[src/rtl/modexp_pkg.sv]
package modexp_pkg;

  typedef enum logic [1:0] {
    OPD_C   = 2'd0,
    OPD_P   = 2'd1,
    OPD_ONE = 2'd2,
    OPD_R2  = 2'd3
  } opd_e;

  typedef enum logic [2:0] {
    STP_IDLE,
    STP_ENTER_ONE,
    STP_ENTER_P,
    STP_SQUARE,
    STP_TIMES_P,
    STP_LEAVE
  } step_e;

  // Step that follows a finished multiplier call.
  function automatic step_e next_step(step_e cur, logic bit_set, logic at_lsb, logic len_zero);
    case (cur)
      STP_ENTER_ONE: next_step = STP_ENTER_P;
      STP_ENTER_P:   next_step = len_zero ? STP_LEAVE : STP_SQUARE;
      STP_SQUARE:    next_step = bit_set ? STP_TIMES_P : (at_lsb ? STP_LEAVE : STP_SQUARE);
      STP_TIMES_P:   next_step = at_lsb ? STP_LEAVE : STP_SQUARE;
      default:       next_step = STP_IDLE;
    endcase
  endfunction

  // Index moves down after a bit is finished and more bits remain.
  function automatic logic index_moves(step_e cur, logic bit_set, logic at_lsb);
    index_moves = !at_lsb && ((cur == STP_SQUARE && !bit_set) || cur == STP_TIMES_P);
  endfunction

endpackage

[src/rtl/modexp_bit_scanner.sv]
module modexp_bit_scanner #(
  parameter int EXP_W = 32,
  localparam int LEN_W = $clog2(EXP_W + 1),
  localparam int IDX_W = (EXP_W > 1) ? $clog2(EXP_W) : 1
) (
  input  logic             clk,
  input  logic             rst_n,
  input  logic             capture,
  input  logic [EXP_W-1:0] exp_in,
  input  logic [LEN_W-1:0] len_in,
  input  logic             arm,
  input  logic             step_down,
  output logic             bit_set,
  output logic             at_lsb,
  output logic             len_zero
);
  logic [EXP_W-1:0] exp_q;
  logic [LEN_W-1:0] len_q;
  logic [IDX_W-1:0] idx_q;

  always_ff @(posedge clk) begin
    if (!rst_n) begin
      exp_q <= '0;
      len_q <= '0;
      idx_q <= '0;
    end else begin
      if (capture) begin
        exp_q <= exp_in;
        len_q <= len_in;
      end
      if (arm)
        idx_q <= IDX_W'(len_q - LEN_W'(1));
      else if (step_down)
        idx_q <= idx_q - IDX_W'(1);
    end
  end

  assign bit_set  = exp_q[idx_q];
  assign at_lsb   = (idx_q == '0);
  assign len_zero = (len_q == '0);
endmodule

[src/rtl/modexp_step_decode.sv]
module modexp_step_decode
  import modexp_pkg::*;
(
  input  step_e      step,
  output logic [1:0] sel_a,
  output logic [1:0] sel_b,
  output logic       dest_p
);
  always_comb begin
    sel_a  = OPD_C;
    sel_b  = OPD_C;
    dest_p = 1'b0;
    case (step)
      STP_ENTER_ONE: begin sel_a = OPD_R2; sel_b = OPD_ONE; end
      STP_ENTER_P:   begin sel_a = OPD_R2; sel_b = OPD_P; dest_p = 1'b1; end
      STP_SQUARE:    begin sel_a = OPD_C;  sel_b = OPD_C;   end
      STP_TIMES_P:   begin sel_a = OPD_C;  sel_b = OPD_P;   end
      STP_LEAVE:     begin sel_a = OPD_C;  sel_b = OPD_ONE; end
      default:       ;
    endcase
  end
endmodule

[src/rtl/modexp_sequencer.sv]
module modexp_sequencer
  import modexp_pkg::*;
#(
  parameter int EXP_W = 32,
  localparam int LEN_W = $clog2(EXP_W + 1)
) (
  input  logic             clk,
  input  logic             rst_n,
  input  logic             start,
  input  logic [EXP_W-1:0] exp_bits,
  input  logic [LEN_W-1:0] exp_len,
  output logic             busy,
  output logic             done,
  output logic             mul_start,
  output logic [1:0]       mul_sel_a,
  output logic [1:0]       mul_sel_b,
  output logic             mul_dest,
  input  logic             mul_done
);
  step_e step_q;
  logic  wait_q;
  logic  done_q;

  // Named internal events
  logic accept;
  logic call_fire;
  logic bit_set, at_lsb, len_zero;
  logic arm_idx, dec_idx;

  assign accept    = start && (step_q == STP_IDLE);
  assign call_fire = mul_done && wait_q;
  assign arm_idx   = call_fire && (step_q == STP_ENTER_P);
  assign dec_idx   = call_fire && index_moves(step_q, bit_set, at_lsb);

  modexp_bit_scanner #(.EXP_W(EXP_W)) u_scan (
    .clk      (clk),
    .rst_n    (rst_n),
    .capture  (accept),
    .exp_in   (exp_bits),
    .len_in   (exp_len),
    .arm      (arm_idx),
    .step_down(dec_idx),
    .bit_set  (bit_set),
    .at_lsb   (at_lsb),
    .len_zero (len_zero)
  );

  modexp_step_decode u_dec (
    .step  (step_q),
    .sel_a (mul_sel_a),
    .sel_b (mul_sel_b),
    .dest_p(mul_dest)
  );

  always_ff @(posedge clk) begin
    if (!rst_n) begin
      step_q <= STP_IDLE;
      wait_q <= 1'b0;
      done_q <= 1'b0;
    end else begin
      done_q <= call_fire && (step_q == STP_LEAVE);
      if (accept)
        step_q <= STP_ENTER_ONE;
      else if (call_fire)
        step_q <= next_step(step_q, bit_set, at_lsb, len_zero);
      if (mul_start)
        wait_q <= 1'b1;
      else if (call_fire)
        wait_q <= 1'b0;
    end
  end

  assign busy      = (step_q != STP_IDLE);
  assign mul_start = busy && !wait_q;
  assign done      = done_q;
endmodule

[config.mk]
export PLATFORM = sky130hd
export DESIGN_NAME = modexp_sequencer
export DESIGN_NICKNAME = d
export VERILOG_FILES = /design/src/rtl/modexp_pkg.sv /design/src/rtl/modexp_bit_scanner.sv /design/src/rtl/modexp_step_decode.sv /design/src/rtl/modexp_sequencer.sv
export SDC_FILE = /design/constraint.sdc
export NUM_CORES = 1
export LEC_CHECK = 0
export CAP_MARGIN = 20
export CORE_ASPECT_RATIO = 0.9
export CORE_MARGIN = 2
export CORE_UTILIZATION = 50
export CTS_CLUSTER_DIAMETER = 100
export CTS_CLUSTER_SIZE = 10
export DETAILED_ROUTE_END_ITERATION = 12
export PLACE_DENSITY = 0.84
export SLEW_MARGIN = 20
export SYNTH_ARGS = -nofsm -noshare
export SYNTH_HDL_FRONTEND = slang
export SYNTH_SLANG_ARGS = --single-unit
[constraint.sdc]
create_clock -name clk -period 2.8 [get_ports clk]
set_clock_uncertainty 0.2 [all_clocks]
set_input_delay 0.56 -clock clk [delete_from_list [all_inputs] [get_ports clk]]
set_output_delay 0.56 -clock clk [all_outputs]
set_load 0.005 [all_outputs]
==> results of run 1 <==
-- flip-flops by register name, indices dropped and copies added (netlist names) --
signal,count
u_scan.idx_q,5
u_scan.exp_q,32
wait_q,1
u_scan.len_q,6
done,1
step_q,3
-- worst max-delay path: stages, from the launching register on --
cell             delay [ns]
dfxtp_1                0.42
or3b_1                 0.53
nand2_1                0.17
clkdlybuf4s50_1        0.52
-- per-layer routing --
metal  vias to the layer above  GRT usage  part of all wire
met1                      1021     0.2996              0.47
met3                         9    0.06072             0.059
met4                         0    0.07937             0.018
met2                        78     0.3391              0.45
met5                         -          0                 0
li1                       1171          -                 -
-- cell usage after synthesis, drive strengths merged, types with 5 or more instances --
master / number
clkbuf: 21
buf: 6
nand3: 6
a21oi: 45
nor2b: 5
mux2i: 19
nand2: 92
nor2: 7
dfxtp: 48
o211ai: 6
o21ai: 8
and2: 5
nor3: 6
a22oi: 8
-- final cells by class --
type,instances,area [µm²]
clock inverter,1,8.758
inverter,4,15.01
multi-input combinational,239,1321
clock buffer,6,82.58
timing repair buffer,61,593.1
sequential,48,960.9
fill,410,1712
tap,65,81.33
-- report_power, final --
part	internal [µW]	total [µW]	switching (µW)	leakage, µW
combinational	129	253	123	0.000678
sequential	726	756	30.2	0.000393
clock	197	423	226	0.0000473
-- worst max path at each step --
| stage | start | endpoint | slack, ns | cells past startpoint |
|---|---|---|---|---|
| after detailed placement | mul_done | u_scan.idx_q[4] | 0.24 | 8 |
| after floorplan | step_q[1] | u_scan.idx_q[4] | 0.25 | 11 |
| final | step_q[0] | mul_sel_b[0] | 0.08 | 3 |
| after global placement | mul_done | u_scan.idx_q[4] | 0.29 | 8 |
| after CTS | step_q[0] | mul_sel_b[0] | 0.08 | 3 |
| after global routing | step_q[0] | mul_sel_b[0] | 0.02 | 3 |
-- cells by family (layout without fill, tap and decap cells) --
logic type	Yosys count	after routing	synth area share
XOR/XNOR	2	2	0.007192
AO/OA/AOI/OAI	84	84	0.2121
AND/OR/NAND/NOR	132	132	0.2352
adder cells (fa/ha/maj)	1	1	0.005135
multiplexers	20	20	0.08269
buffers and inverters	31	72	0.06318
flip-flops	48	48	0.3945
-- through the flow --
stage	hold WS (ns)	std cells	setup WS (ns)	instance area, µm²
CTS	0.2595	424	0.08109	3063
floorplan	0.2357	318	0.2471	2436
global route	0.2794	424	0.02055	3063
finish	0.2567	424	0.08434	3063
global placement	0.2415	417	0.2860	2972
detailed placement	0.2477	417	0.2355	2972
==> impl_metrics.ini, run 1 <==
[run_status]
status = finished, final reports clean

[finish]
syn_to_final_growth_pct = 25.73
design.final.nets = 402
final_common_cell = nand2_1
layout_common_cells = nand2_1, clkdlybuf4s50_1, dfxtp_1
utilization = 0.6415
diodes = 0
drive_gt1_frac = 0.06685

[timing]
relSlewSlack = 0.7055
tns_ns = 0
finalCritPeriodShare = 0.9699
period_minus_slack_ns = 2.716
finalSetupViolations = 0
rsz0062_at_grt = false
slew_viol_final = 0
hold_viol_final = 0
worst_pin_slew_ns = 0.4384
max_freq_mhz = 368.2

[cts]
postCtsSetupBuffers = 0
clockBufferDepth = 2
clkSlewWorstSetupHoldPaths_ns = 0.09
clockRootBuffer = clkbuf_8
numCtsBuffers = 5
clk-insertion-delay-late_ns = 0.31
clock_sinks = 48
htree_levels = 2
cts_resized = 0
cts.hold.buffers_added = 0
cts_tree = built

[global_routing]
grt_pass1_wl_um = 9577
grt_use_total = 0.2213
grt_max_degree = 39
grt_pass1_vias = 2068
antenna_found_initial = 0
grt_overflow = 0

[floorplan]
die_h_um = 70.22
coreArea_mm2 = 0.004775
die_w_um = 77.58
die_area_mm2 = 0.005447
initial_core_util = 0.5102
io-pin-count = 50
row_count = 24

[route]
viasPerCell = 5.375
num_vias = 2279
drt_iter0_markers = 289
drtAntennaViolNets = 0
totalWireLength_um = 5703
wl_per_cell_um = 13.45
dr.pass1.iters = 4
drcViolationCount = 0

[yosys]
yosysWarnings = 0
ys_types = 39
synthTopCellsByArea = dfxtp_1, nand2_1, a21oi_1
async_reset_ff_frac = 0
synth-seq-cells = 48
ys_seq_area_frac = 0.3945
synth_cells = 318
synth_area_mm2 = 0.002436
synth-edff-count = 0
synth_top_area_share = 0.3945
syn_avg_cell_area_um2 = 7.661
synth_top_flop_cell = dfxtp_1
synth_top_area_cell = dfxtp_1
syn-num-nets = 361

[place]
hpwl_um = 4044
portBuffers = 49
place_congestion = 0.8915

[hold_path]
hold_end = u_scan.exp_q[8]
min-delay-start = u_scan.exp_q[8]
min_path_cells = 2
hold_path.class = reg2reg

[setup_path]
crit_fanout = 10
r2r_start = step_q[0]
required_ns = 2.04
worst-r2r-cell-count = 8
startpoint_type = register
r2r_end = u_scan.idx_q[4]
end_kind = output pin
r2r_slack_ns = 0.31
criticalPathCategory = reg2out
critPathArrivalTime_ns = 1.96

[pwr]
cellLeakagePower_uw = 0.001118
power.total_uw = 1431
power.density_mw_per_mm2 = 467.1
ir_worst_vdd_mv = 0.3080

[job]
maxCapViolCount = 0
Note: power is estimated with default switching activity, not from simulation.
==> inputs of run 2 (changes only) <==
--- a/config.mk
+++ b/config.mk
@@ -12,7 +12,7 @@
 export CTS_CLUSTER_DIAMETER = 100
 export CTS_CLUSTER_SIZE = 10
 export DETAILED_ROUTE_END_ITERATION = 12
-export PLACE_DENSITY = 0.84
+export DONT_BUFFER_PORTS = 1
 export SLEW_MARGIN = 20
 export SYNTH_ARGS = -nofsm -noshare
 export SYNTH_HDL_FRONTEND = slang
==> run 2 against run 1 <==
Sequential share of layout area rose by 6.3 points. Routed wire length down 3.4%. Hold slack got worse by 0.079 ns. Die area is the same. Global-route usage decreased by 1.0 points. Core utilization fell by 11 points. Combinational power shrank 33%. Final area down 17%. Register-to-register slack worse by 0.03 ns. Flip-flop and latch count unchanged. Clock-buffer cell count stayed put. Highest routed layer unchanged.
==> impl_metrics.ini, run 2 (same netlist as run 1, synthesis figures left out) <==
[setup_path]
criticalPathCategory = reg2reg
critPathTopFamily = simple AND/OR/NAND/NOR gates
critPathSlowestCell = dfxtp_1
crit_fanout = 10
critPathArrivalTime_ns = 2.54
path_cells = or3b_1 -> inv_2 -> nand2_1 -> mux2i_1 -> ha_1 -> o21ai_0 -> o31a_1 -> o221ai_1
path_buf_inv = 1
required_ns = 2.82
startpoint_type = register
slowest_delay_ns = 0.52
end_kind = register

[route]
wl_per_cell_um = 14.89
num_vias = 2105
drt_iter0_markers = 123
dr.pass1.iters = 4
drcViolationCount = 0
totalWireLength_um = 5510
viasPerCell = 5.689
drtAntennaViolNets = 0

[finish]
diodes = 0
syn_to_final_growth_pct = 4.571
drive_gt1_frac = 0.06230
layout.cells.non_filler = 370
layout_common_cells = nand2_1, dfxtp_1, a21oi_1
multi_input_area_mm2 = 0.001321
largest_register_ffs = 32
final_common_cell = nand2_1
fillers = 485
seq_area_um2 = 960.9
design.final.nets = 348
top_register = u_scan.exp_q
reg_top3 = u_scan.exp_q: 32 flops, u_scan.len_q: 6 flops, u_scan.idx_q: 5 flops

[cts]
cts_tree = built
clk-insertion-delay-late_ns = 0.30
clkSlewWorstSetupHoldPaths_ns = 0.09
htree_levels = 2
cts.hold.buffers_added = 0
cts_resized = 0
clock_sinks = 48
clockRootBuffer = clkbuf_8
clockBufferDepth = 2
numCtsBuffers = 5
postCtsSetupBuffers = 0

[place]
hpwl_um = 3956
numPlacedInstances = 363
portBuffers = 0
place_congestion = 0.8603

[pwr]
ir_worst_vdd_mv = 0.3387
p_seq_frac = 0.560
pwr-share-clk = 0.315
power.total_uw = 1355
p_sw_uw = 368.7
pwr-share-comb = 0.125
cellInternalPower_uw = 986.6
netSwitchingFraction = 0.2720
power.density_mw_per_mm2 = 532.0
cellLeakagePower_uw = 0.0009084

[global_routing]
grt-busiest-layer = met2
grt_max_degree = 39
grt_overflow = 0
grt_use_total = 0.2110
antenna_found_initial = 0
grt_pass1_wl_um = 9280
grtUsageMet3 = 0.04522
grt_pass1_vias = 2006
grt_use_met1 = 0.2956
use_met2 = 0.3246

[timing]
finalSetupViolations = 0
hold_viol_final = 0
rsz0062_at_grt = false
period_minus_slack_ns = 2.520
finalCritPeriodShare = 0.8999
tns_ns = 0
slew_viol_final = 0
max_freq_mhz = 396.9
worst_pin_slew_ns = 0.7305
relSlewSlack = 0.5125

[floorplan]
die_w_um = 77.58
die_area_mm2 = 0.005447
initial_core_util = 0.5102
row_count = 24
coreArea_mm2 = 0.004775
die_h_um = 70.22
io-pin-count = 50

[job]
maxCapViolCount = 0

[run_status]
status = finished, final reports clean

[hold_path]
hold_path.class = in2reg
run 2: worst register-to-register path, delay by kind of cell, from the launching register on:
family | cells | cell delay (ns)
simple gates | 2 | 0.62
compound gates | 3 | 0.57
flops | 1 | 0.52
fa+ha+maj | 1 | 0.21
mux | 1 | 0.18
buf+inv | 1 | 0.15
run 2: final timing paths:
check | from | end | slack (ns) | cells after the start
worst min register to register | u_scan.exp_q[8] | u_scan.exp_q[8] | 0.26 | 2
worst max-delay path | step_q[1] | u_scan.idx_q[4] | 0.28 | 8
worst max register to register | step_q[1] | u_scan.idx_q[4] | 0.28 | 8
worst min-delay path | rst_n | step_q[2] | 0.18 | 1
run 2: area by class of cell:
class                   count  area share
multi-input cells         239      0.5187
flip-flops and latches     48      0.3772
clock buffers               6     0.03242
well taps                  65     0.03193
repair buffers              7     0.03045
inverters                   4    0.005894
clock inverters             1    0.003438
run 2: layer usage:
| layer | share of wire | wire length (µm) |
|---|---|---|
| met2 | 0.43 | 2372 |
| met5 | 0 | 0 |
| met3 | 0.073 | 401 |
| met1 | 0.48 | 2671 |
| met4 | 0.012 | 65 |
run 2: per-stage QoR:
| stage | setup slack, ns | util | hold WS, ns | cell area (µm²) |
|---|---|---|---|---|
| final | 0.2802 | 0.5335 | 0.1776 | 2547 |
| after global routing | 0.08985 | 0.5335 | 0.1741 | 2547 |
| after CTS | 0.2927 | 0.5335 | 0.1778 | 2547 |
| after detailed placement | 0.3239 | 0.5144 | 0.2473 | 2456 |
| after global placement | 0.2994 | 0.5144 | 0.2419 | 2456 |
| after floorplan | 0.2471 | - | 0.2357 | 2436 |
run 2: power by group through the flow:
stage / Combinational (µW) / Sequential (µW) / Clock [µW]
6_report: 170 / 759 / 427
5_1_grt: 197 / 764 / 461
4_1_cts: 172 / 758 / 434
3_5_place_dp: 172 / 775 / 0
3_3_place_gp: 169 / 775 / 0
2_1_floorplan: 147 / 759 / 0
==> inputs of run 3 (changes only) <==
--- a/config.mk
+++ b/config.mk
@@ -5,7 +5,7 @@
 export SDC_FILE = /design/constraint.sdc
 export NUM_CORES = 1
 export LEC_CHECK = 0
-export CAP_MARGIN = 20
+export CAP_MARGIN = 10
 export CORE_ASPECT_RATIO = 0.9
 export CORE_MARGIN = 2
 export CORE_UTILIZATION = 50
==> results of run 3 <==
Same layout as run 2: the final DEF is identical, and so are final timing and power.
